$ cat src/rtl/psram_pwr_pkg.sv
package psram_pwr_pkg;

  typedef enum logic [2:0] {
    ST_PWRUP,
    ST_READY,
    ST_DPD_ENTER,
    ST_DPD,
    ST_RECOVER
  } pwr_state_e;

  // nanoseconds to clock cycles, rounded up, at least one
  function automatic int unsigned ns_to_cycles(input int unsigned t_ns,
                                               input int unsigned clk_ps);
    longint unsigned num;
    num = (64'(t_ns) * 64'd1000 + 64'(clk_ps) - 64'd1) / 64'(clk_ps);
    return (num == 64'd0) ? 32'd1 : 32'(num);
  endfunction

  function automatic int unsigned max3(input int unsigned a, input int unsigned b,
                                       input int unsigned c);
    int unsigned m;
    m = (a > b) ? a : b;
    return (m > c) ? m : c;
  endfunction

endpackage

$ cat src/rtl/psram_wait_timer.sv
module psram_wait_timer #(
  parameter int unsigned CNT_W = 8
) (
  input  logic             clk_i,
  input  logic             rst_ni,
  input  logic             clr_i,
  input  logic [CNT_W-1:0] limit_i,
  output logic             hit_o
);

  logic [CNT_W-1:0] cnt_q;

  // saturates at limit-1; restart on clr
  assign hit_o = (cnt_q >= (limit_i - CNT_W'(1)));

  always_ff @(posedge clk_i or negedge rst_ni) begin
    if (!rst_ni)     cnt_q <= '0;
    else if (clr_i)  cnt_q <= '0;
    else if (!hit_o) cnt_q <= cnt_q + CNT_W'(1);
  end

  p_timer_hold_r7: assert property (@(posedge clk_i) disable iff (!rst_ni)
    (hit_o && !clr_i) |=> (cnt_q == $past(cnt_q)));

  p_timer_clear_r3: assert property (@(posedge clk_i) disable iff (!rst_ni)
    clr_i |=> (cnt_q == '0));

endmodule

$ cat src/rtl/psram_wake_hold.sv
module psram_wake_hold (
  input  logic clk_i,
  input  logic rst_ni,
  input  logic arm_i,
  input  logic wake_i,
  output logic pend_o
);

  logic wake_q;

  always_ff @(posedge clk_i or negedge rst_ni) begin
    if (!rst_ni)     wake_q <= 1'b0;
    else if (!arm_i) wake_q <= 1'b0;
    else if (wake_i) wake_q <= 1'b1;
  end

  assign pend_o = arm_i & (wake_q | wake_i);

  p_wake_unarmed_r11: assert property (@(posedge clk_i) disable iff (!rst_ni)
    !arm_i |=> !wake_q);

endmodule

$ cat src/rtl/psram_lost_flag.sv
module psram_lost_flag (
  input  logic clk_i,
  input  logic rst_ni,
  input  logic set_i,
  input  logic ack_i,
  output logic lost_o
);

  always_ff @(posedge clk_i or negedge rst_ni) begin
    if (!rst_ni)     lost_o <= 1'b0;
    else if (set_i)  lost_o <= 1'b1;
    else if (ack_i)  lost_o <= 1'b0;
  end

  p_set_wins_r10: assert property (@(posedge clk_i) disable iff (!rst_ni)
    set_i |=> lost_o);

endmodule

$ cat src/rtl/psram_pwr_seq.sv
module psram_pwr_seq
  import psram_pwr_pkg::*;
#(
  parameter int unsigned CLK_PERIOD_PS = 10000,
  parameter int unsigned T_PWRUP_NS    = 200000,
  parameter int unsigned T_RECOVER_NS  = 200000,
  parameter int unsigned T_ZZ_MIN_NS   = 20
) (
  input  logic clk_i,
  input  logic rst_ni,
  input  logic supply_ok_i,
  input  logic pd_req_i,
  input  logic acc_idle_i,
  input  logic wake_req_i,
  input  logic lost_ack_i,
  output logic dpd_n_o,
  output logic cs_block_o,
  output logic ready_o,
  output logic data_lost_o
);

  localparam int unsigned PU_CYC  = ns_to_cycles(T_PWRUP_NS, CLK_PERIOD_PS);
  localparam int unsigned REC_CYC = ns_to_cycles(T_RECOVER_NS, CLK_PERIOD_PS);
  localparam int unsigned ZZ_CYC  = ns_to_cycles(T_ZZ_MIN_NS, CLK_PERIOD_PS);
  localparam int unsigned MAX_CYC = max3(PU_CYC, REC_CYC, ZZ_CYC);
  localparam int unsigned CNT_W   = $clog2(MAX_CYC + 1);

  pwr_state_e       state_q, state_d;
  logic             pd_accept;
  logic             tmr_clr, tmr_hit;
  logic [CNT_W-1:0] tmr_limit;
  logic             wake_arm, wake_pend;
  logic             lost_set;
  logic             dpd_n_q, cs_block_q;

  assign pd_accept = supply_ok_i && (state_q == ST_READY) && pd_req_i && acc_idle_i;

  always_comb begin
    state_d = state_q;
    if (!supply_ok_i) begin
      state_d = ST_PWRUP;
    end else begin
      unique case (state_q)
        ST_PWRUP:     if (tmr_hit) state_d = ST_READY;
        ST_READY:     if (pd_accept) state_d = ST_DPD_ENTER;
        ST_DPD_ENTER: state_d = ST_DPD;
        ST_DPD:       if (tmr_hit && wake_pend) state_d = ST_RECOVER;
        ST_RECOVER:   if (tmr_hit) state_d = ST_READY;
        default:      state_d = ST_PWRUP;
      endcase
    end
  end

  always_comb begin
    unique case (state_q)
      ST_PWRUP:   tmr_limit = CNT_W'(PU_CYC);
      ST_DPD:     tmr_limit = CNT_W'(ZZ_CYC);
      ST_RECOVER: tmr_limit = CNT_W'(REC_CYC);
      default:    tmr_limit = CNT_W'(1);
    endcase
  end

  assign tmr_clr  = (state_d != state_q) || !supply_ok_i;
  assign wake_arm = (state_q == ST_DPD_ENTER) || (state_q == ST_DPD);
  assign lost_set = (state_q == ST_DPD) && (state_d == ST_RECOVER);

  always_ff @(posedge clk_i or negedge rst_ni) begin
    if (!rst_ni) begin
      state_q    <= ST_PWRUP;
      dpd_n_q    <= 1'b1;
      cs_block_q <= 1'b1;
    end else begin
      state_q    <= state_d;
      dpd_n_q    <= (state_d != ST_DPD);
      cs_block_q <= (state_d != ST_READY);
    end
  end

  psram_wait_timer #(.CNT_W(CNT_W)) i_timer (
    .clk_i   (clk_i),
    .rst_ni  (rst_ni),
    .clr_i   (tmr_clr),
    .limit_i (tmr_limit),
    .hit_o   (tmr_hit)
  );

  psram_wake_hold i_wake (
    .clk_i  (clk_i),
    .rst_ni (rst_ni),
    .arm_i  (wake_arm),
    .wake_i (wake_req_i),
    .pend_o (wake_pend)
  );

  psram_lost_flag i_lost (
    .clk_i  (clk_i),
    .rst_ni (rst_ni),
    .set_i  (lost_set),
    .ack_i  (lost_ack_i),
    .lost_o (data_lost_o)
  );

  assign dpd_n_o    = dpd_n_q;
  assign cs_block_o = cs_block_q;
  assign ready_o    = (state_q == ST_READY) && !pd_accept && supply_ok_i;

  // cycles spent with the power-down pin low, for the pulse check
  logic [CNT_W-1:0] low_run_q;
  always_ff @(posedge clk_i or negedge rst_ni) begin
    if (!rst_ni)                         low_run_q <= '0;
    else if (dpd_n_q)                    low_run_q <= '0;
    else if (low_run_q != {CNT_W{1'b1}}) low_run_q <= low_run_q + CNT_W'(1);
  end

  p_cs_before_dpd_r6: assert property (@(posedge clk_i) disable iff (!rst_ni)
    $fell(dpd_n_q) |-> $past(cs_block_q));

  p_cs_held_dpd_r6: assert property (@(posedge clk_i) disable iff (!rst_ni)
    !dpd_n_q |-> cs_block_q);

  p_ready_usable_r5: assert property (@(posedge clk_i) disable iff (!rst_ni)
    ready_o |-> (!cs_block_o && dpd_n_o));

  p_min_pulse_r7: assert property (@(posedge clk_i) disable iff (!rst_ni)
    ($rose(dpd_n_q) && $past(supply_ok_i)) |-> (low_run_q >= CNT_W'(ZZ_CYC)));

  p_lost_on_exit_r10: assert property (@(posedge clk_i) disable iff (!rst_ni)
    ($rose(dpd_n_q) && $past(supply_ok_i)) |-> data_lost_o);

  p_pwrup_blocked_r2: assert property (@(posedge clk_i) disable iff (!rst_ni)
    (state_q == ST_PWRUP) |-> (cs_block_q && !ready_o));

endmodule

$ cat config.mk
export PLATFORM = sky130hd
export DESIGN_NAME = psram_pwr_seq
export DESIGN_NICKNAME = d
export VERILOG_FILES = /design/src/rtl/psram_pwr_pkg.sv /design/src/rtl/psram_wait_timer.sv /design/src/rtl/psram_wake_hold.sv /design/src/rtl/psram_lost_flag.sv /design/src/rtl/psram_pwr_seq.sv
export SDC_FILE = /design/constraint.sdc
export NUM_CORES = 1
export LEC_CHECK = 0
export BUFFER_PORTS_ARGS = -buffer_cell sky130_fd_sc_hd__buf_2
export CAP_MARGIN = 20
export CORE_AREA = 8 8 68 70
export CTS_CLUSTER_SIZE = 12
export DETAILED_ROUTE_END_ITERATION = 8
export DIE_AREA = 0 0 76 78
export GPL_ROUTABILITY_DRIVEN = 0
export PLACE_DENSITY = 0.6
export SLEW_MARGIN = 20
export SYNTH_ARGS = -nofsm -noshare
export SYNTH_HDL_FRONTEND = slang
export SYNTH_SLANG_ARGS = --single-unit
$ cat constraint.sdc
create_clock -name clk_i -period 3 [get_ports clk_i]
set_input_delay 0.3 -clock clk_i [delete_from_list [all_inputs] [get_ports clk_i]]
set_output_delay 0.3 -clock clk_i [all_outputs]
set_load 0.01 [all_outputs]
# Yosys cells after proc, flatten, opt, wreduce, memory -nomap -nowiden
# Index checks and enable logic that the tools add are counted.
dict set report word_totals {
  register_bits 22
  inputBits 7
  output_inout_bits 4
  word_cells 47
}
dict set report classes {
  add_sub_neg 2
  n_lt_le_gt_ge 1
  n_eq_ne 10
  muxes 12
  n_bitwise 2
  reduce_logical 14
}
# cell n
set op_table {}
lappend op_table {{15-bit 2-to-1 mux} 2}
lappend op_table {{15-bit one-hot mux with 2 select lines} 1}
lappend op_table {{15-bit by 1-bit adder with 15-bit output, second input constant} 1}
lappend op_table {{15-bit greater-or-equal comparator} 1}
lappend op_table {{15-bit by 1-bit subtractor with 15-bit output, second input constant} 1}
lappend op_table {{3-bit 2-to-1 mux} 4}
lappend op_table {{3-bit one-hot mux with 4 select lines} 1}
lappend op_table {{1-bit logical AND} 7}
lappend op_table {{3-bit by 2-bit == test with 1-bit output, second input constant} 2}
lappend op_table {{3-bit == test, second input constant} 2}
lappend op_table {{1-bit 2-to-1 mux} 4}
lappend op_table {{3-bit by 1-bit == test with 1-bit output, second input constant} 1}
lappend op_table {{3-bit logical NOT} 1}
lappend op_table {{3-bit by 1-bit inequality test with 1-bit output, second input constant} 1}
lappend op_table {{3-bit by 2-bit inequality test with 1-bit output, second input constant} 1}
lappend op_table {{3-bit inequality test} 1}
lappend op_table {{1-bit logical NOT} 2}
lappend op_table {{1-bit logical OR} 2}
lappend op_table {{2-bit by 1-bit inequality test with 1-bit output, second input constant} 1}
lappend op_table {{2-bit inequality test, second input constant} 1}
lappend op_table {{2-bit nonzero test} 1}
lappend op_table {{2-bit OR reduction} 1}
lappend op_table {{1-bit AND} 1}
lappend op_table {{1-bit OR} 1}

# Depth between registers and ports, before layout
dict set report logic_depth {
  depth_word 12
  ltp_mapped 11
  ltp_nobuf 9
}

# Hierarchy
# A second synthesis with hierarchy kept.
dict set report unflattened {
  hier_cells 199
  area_unflattened_um2 1766.7
}
# mod instances cells_each area_per_inst_um2 seq_area_each_um2
set modules_own_cells {}
lappend modules_own_cells {psram_wait_timer 1 158 1365.1 375.4}
lappend modules_own_cells {psram_pwr_seq 1 35 325.3 127.6}
lappend modules_own_cells {psram_wake_hold 1 3 40.0 25.0}
lappend modules_own_cells {psram_lost_flag 1 3 36.3 25.0}

# Worst setup path after synthesis
# OpenSTA, ideal clock, no wires.
dict set report synth_timing {
  kind {reg-to-reg}
  start {register state_q[1]}
  end {register i_timer.cnt_q[13]}
  setup_time_ns 0.094
  arrival_ns 2.426
  t_required_ns 2.906
  setup_slack_ns 0.480
  path_stages_with_launch 10
  n_path_buf 1
  synth_period_minus_slack_ns 2.520
  cell_sequence {dfrtp_1 -> nor2_1 -> inv_1 -> ha_1 -> and3_1 -> o21a_1 -> o31a_1 -> buf_2 -> or4_1 -> a211oi_1}
}
dict set report synth_between {
  elab_chain_cells 12
  word_cells_on_any_way 24
  cone_classes {1 x add/sub; 1 x order compare; 6 x eq/ne; 7 x mux; 1 x bitwise; 8 x reduce/logical}
}
# element line
set synth_rtl {}
lappend synth_rtl {{start: declaration} psram_pwr_seq.sv:28} ;# pwr_state_e state_q, state_d;
lappend synth_rtl {{start signal: assignment} psram_pwr_seq.sv:73} ;# state_q <= state_d;
lappend synth_rtl {{3-bit == test / 3-bit logical NOT (equally long branches)} {psram_pwr_seq.sv:43, psram_pwr_seq.sv:55}}
lappend synth_rtl {{2-bit OR reduction (no source line)} -}
lappend synth_rtl {{15-bit one-hot mux with 2 select lines} psram_pwr_seq.sv:55} ;# unique case (state_q)
lappend synth_rtl {{15-bit by 1-bit subtractor with 15-bit output} psram_wait_timer.sv:14} ;# assign hit_o = (cnt_q >= (limit_i - CNT_W'(1)));
lappend synth_rtl {{15-bit greater-or-equal comparator} psram_wait_timer.sv:14}
lappend synth_rtl {{1-bit logical AND} psram_pwr_seq.sv:47} ;# ST_DPD: if (tmr_hit && wake_pend) state_d = ST_RECOVER;
lappend synth_rtl {{3-bit 2-to-1 mux} psram_pwr_seq.sv:47}
lappend synth_rtl {{3-bit one-hot mux with 4 select lines} psram_pwr_seq.sv:43} ;# unique case (state_q)
lappend synth_rtl {{3-bit 2-to-1 mux} psram_pwr_seq.sv:40} ;# if (!supply_ok_i) begin
lappend synth_rtl {{3-bit inequality test} psram_pwr_seq.sv:63} ;# assign tmr_clr = (state_d != state_q) || !supply_ok_i;
lappend synth_rtl {{1-bit logical OR} psram_pwr_seq.sv:63}
lappend synth_rtl {{2-bit by 1-bit inequality test with 1-bit output (no source line) / 15-bit 2-to-1 mux (equally long branches)} -}
lappend synth_rtl {{end signal: assignment} psram_wait_timer.sv:19} ;# else if (!hit_o) cnt_q <= cnt_q + CNT_W'(1);
lappend synth_rtl {{end: declaration} psram_wait_timer.sv:11} ;# logic [CNT_W-1:0] cnt_q;
# Parallel ways exist; a longest one is shown, timed or not.
# A chain may end at the register's enable or synchronous reset.

# Worst setup path in the final report
dict set report layout_timing {
  start {register state_q[1]}
  end {register i_timer.cnt_q[9]}
}
# The elaborated chain is that of the path after synthesis.

==> reports/metrics.csv <==
metric;value;unit
slew_headroom;66.3;%
drc;0;
portBuffers;10;
die_area;5930;um^2
synthCells;168;
hold_depth;2;
fillCellCount;358;
required;3230;ps
initial_core_util;43.8;%
avgViaCountPerCell;6.17;
setup-violations-final;0;
slew_viol_final;0;
synthArstFlopShare;100;%
r2r_slack;230;ps
rr_worst_depth;9;
final-hold-violation-count;0;
cap_violations;0;
antenna_found_initial;0;
p_per_area;298;nW/um^2
worstMarginPinSlew;506;ps
cts_root_buf;clkbuf_4;
place_area;1690;um^2
outcome;completed;
fin_area;1740;um^2
clk_latency;320;ps
crit_chain;nor2_2 > inv_1 > ha_1 > and3_1 > o21a_1 > o31a_1 > buf_4 > or4_1 > a211oi_1;
clk_pin_slew;140;ps
yosys_warnings;0;
dp_hpwl;2860;um
drt.antenna.violating_nets;0;
yosysSeqAreaShare;35.6;%
ys_ff_latch;22;
fin_skew;16.0;ps
hp-class;in -> reg;
syn_to_final_growth;11.8;%
grt_max_degree;23;
multi_input_area;936;um^2
grt_overflow;0;
die_w;76;um
routedWlPerCell;16.8;um
fin_nets;203;
avgSynthCellArea;9.26;um^2
hp-start;lost_ack_i;
cp_top_family;simple AND/OR/NAND/NOR gates;
peakVddDrop;208;uV
cp_slowest_cell;or4_1;
setup_tns;0;ps
grt_pass1_vias;1390;
wl;3890;um
fin_crit_sh;92.3;%
antenna-diode-count;0;
fmaxAchievable;361;MHz
synth_area;1560;um^2
drt_iter0_drc;98;
timing.rr.end;i_timer.cnt_q[9]$_DFFE_PN0P_;
synth.distinct_cells;44;
rsz0062_at_grt;no;
track_usage;13.4;%
num_vias;1425;
mostFrequentLayoutCells;dfrtp_1, o31ai_1, a211oi_1, or4_1, ha_1;
synth_edf_count;0;
die_height;78;um
grt_pass1_wl;6590;um
hold_path_end;i_lost.lost_o$_DFFE_PN0P_;
yosys_most_used_dff;dfrtp_1;
min_period;2770;ps
critPathCaptureType;register;
path_buf_inv;2;
cp-start-kind;register;
p_leak;0.719;nW
firstDrtPassIters;4;
cts_setup_buffers;0;
arrival;3000;ps
cts_sinks;22;
timing.rr.start;state_q[1]$_DFF_PN0_;
num_rows;22;
cts_tree;built;
seqCellArea;553;um^2
layout_commonest_cell;dfrtp_1;
clk_path_buf_depth;2;
worst-setup-path-type;reg -> reg;
cts_made_buffers;3;
final_layout_size_suffix_gt1_share;18.0;%
slowest_delay;510;ps
core-area;3550;um^2
htreeDepth;1;
cp_max_fo;16;
boundaryPins;11;
worst reg2reg max path: stages (launching register included):
cell and delay, ps:
dfrtp_1 460, nor2_2 200, inv_1 130, ha_1 310, and3_1 220, o21a_1 120, o31a_1 310, buf_4 190
or4_1 510, a211oi_1 240
per-layer routing:
| layer | vias to the layer above | global-route usage, % | routed length, um |
|---|---|---|---|
| li1 | 692 | - | - |
| met2 | 24 | 22.5 | 1920 |
| met5 | - | 0 | 0 |
| met3 | 4 | 3.23 | 118 |
| met1 | 705 | 16.5 | 1820 |
| met4 | 0 | 3.92 | 36 |
sequential cells by signal, summed over array words and instances (netlist names):
| signal | count |
|---|---|
| i_lost.lost_o | 1 |
| cs_block_o | 1 |
| i_wake.wake_q | 1 |
| state_q | 3 |
| dpd_n_o | 1 |
| i_timer.cnt_q | 15 |
cell usage after synthesis (2+ instances only):
master | number | share of area, %
a21oi_1 | 2 | 0.64
dfrtp_1 | 20 | 32
buf_2 | 3 | 0.97
clkbuf_1 | 5 | 1.2
a211oi_2 | 3 | 2.4
and2_1 | 2 | 0.80
o31ai_1 | 13 | 6.3
o211ai_1 | 3 | 1.4
ha_1 | 12 | 9.7
nor3_1 | 4 | 1.3
nand2_1 | 8 | 1.9
nand4_1 | 6 | 2.4
o21ai_0 | 7 | 2.3
nor2_1 | 7 | 1.7
nor2b_1 | 2 | 0.80
nor4bb_1 | 2 | 1.3
dfstp_2 | 2 | 3.4
inv_1 | 9 | 2.2
or4_1 | 12 | 5.8
nand3_1 | 10 | 3.2
a211oi_1 | 13 | 6.3
timing repair:
item,4_1_cts,5_1_grt
endpoints found under the hold margin,20,0
setup endpoints to repair,0,7
resized for setup,0,1
hold buffers,1,0
kinds of logic (layout without fill, tap and decap cells):
| group | Yosys count | after routing | synth area share, % |
|---|---|---|---|
| compound gates | 51 | 51 | 24.8 |
| other cells | 1 | 2 | 0.241 |
| buf+inv | 18 | 32 | 4.67 |
| flops | 22 | 22 | 35.6 |
| simple gates | 64 | 64 | 25.1 |
| fa+ha+maj | 12 | 12 | 9.65 |
worst max path at each step:
| stage | from | to | slack [ps] | cells after the start |
|---|---|---|---|---|
| floorplan | state_q[1]$_DFF_PN0_ | i_timer.cnt_q[13]$_DFFE_PN0P_ | 480 | 9 |
| global placement | state_q[0]$_DFF_PN0_ | i_timer.cnt_q[7]$_DFFE_PN0P_ | 290 | 9 |
| detailed placement | state_q[1]$_DFF_PN0_ | i_timer.cnt_q[9]$_DFFE_PN0P_ | 180 | 9 |
| CTS | state_q[1]$_DFF_PN0_ | i_timer.cnt_q[9]$_DFFE_PN0P_ | 140 | 9 |
| global route | state_q[1]$_DFF_PN0_ | i_timer.cnt_q[12]$_DFFE_PN0P_ | 30 | 9 |
| finish | state_q[1]$_DFF_PN0_ | i_timer.cnt_q[9]$_DFFE_PN0P_ | 230 | 9 |
power breakdown:
part	internal (W)	switching, W
sequential	0.000300	0.00000526
combinational	0.0000159	0.0000251
clock	0.0000743	0.0000976
area by class of cell:
cell class | instances | area share, %
Timing Repair Buffer | 19 | 6.91
Multi-Input combinational cell | 129 | 53.8
Inverter | 9 | 1.94
Tap cell | 48 | 3.45
Clock buffer | 4 | 2.09
Sequential cell | 22 | 31.8
through the flow:
| step | instances | setup WS (ps) | total power, W | util [%] | hold slack [ps] |
|---|---|---|---|---|---|
| after CTS | 231 | 140 | 0.000521 | 48.9 | 152 |
| after detailed placement | 226 | 185 | 0.000351 | 47.6 | 302 |
| final | 231 | 230 | 0.000518 | 49.0 | 155 |
| after global routing | 231 | 32.1 | 0.000540 | 49.0 | 146 |
| after floorplan | 169 | 480 | 0.000331 | - | 4.41 |
| after global placement | 226 | 291 | 0.000351 | 47.6 | 300 |
(Power assumes the default switching activity.)
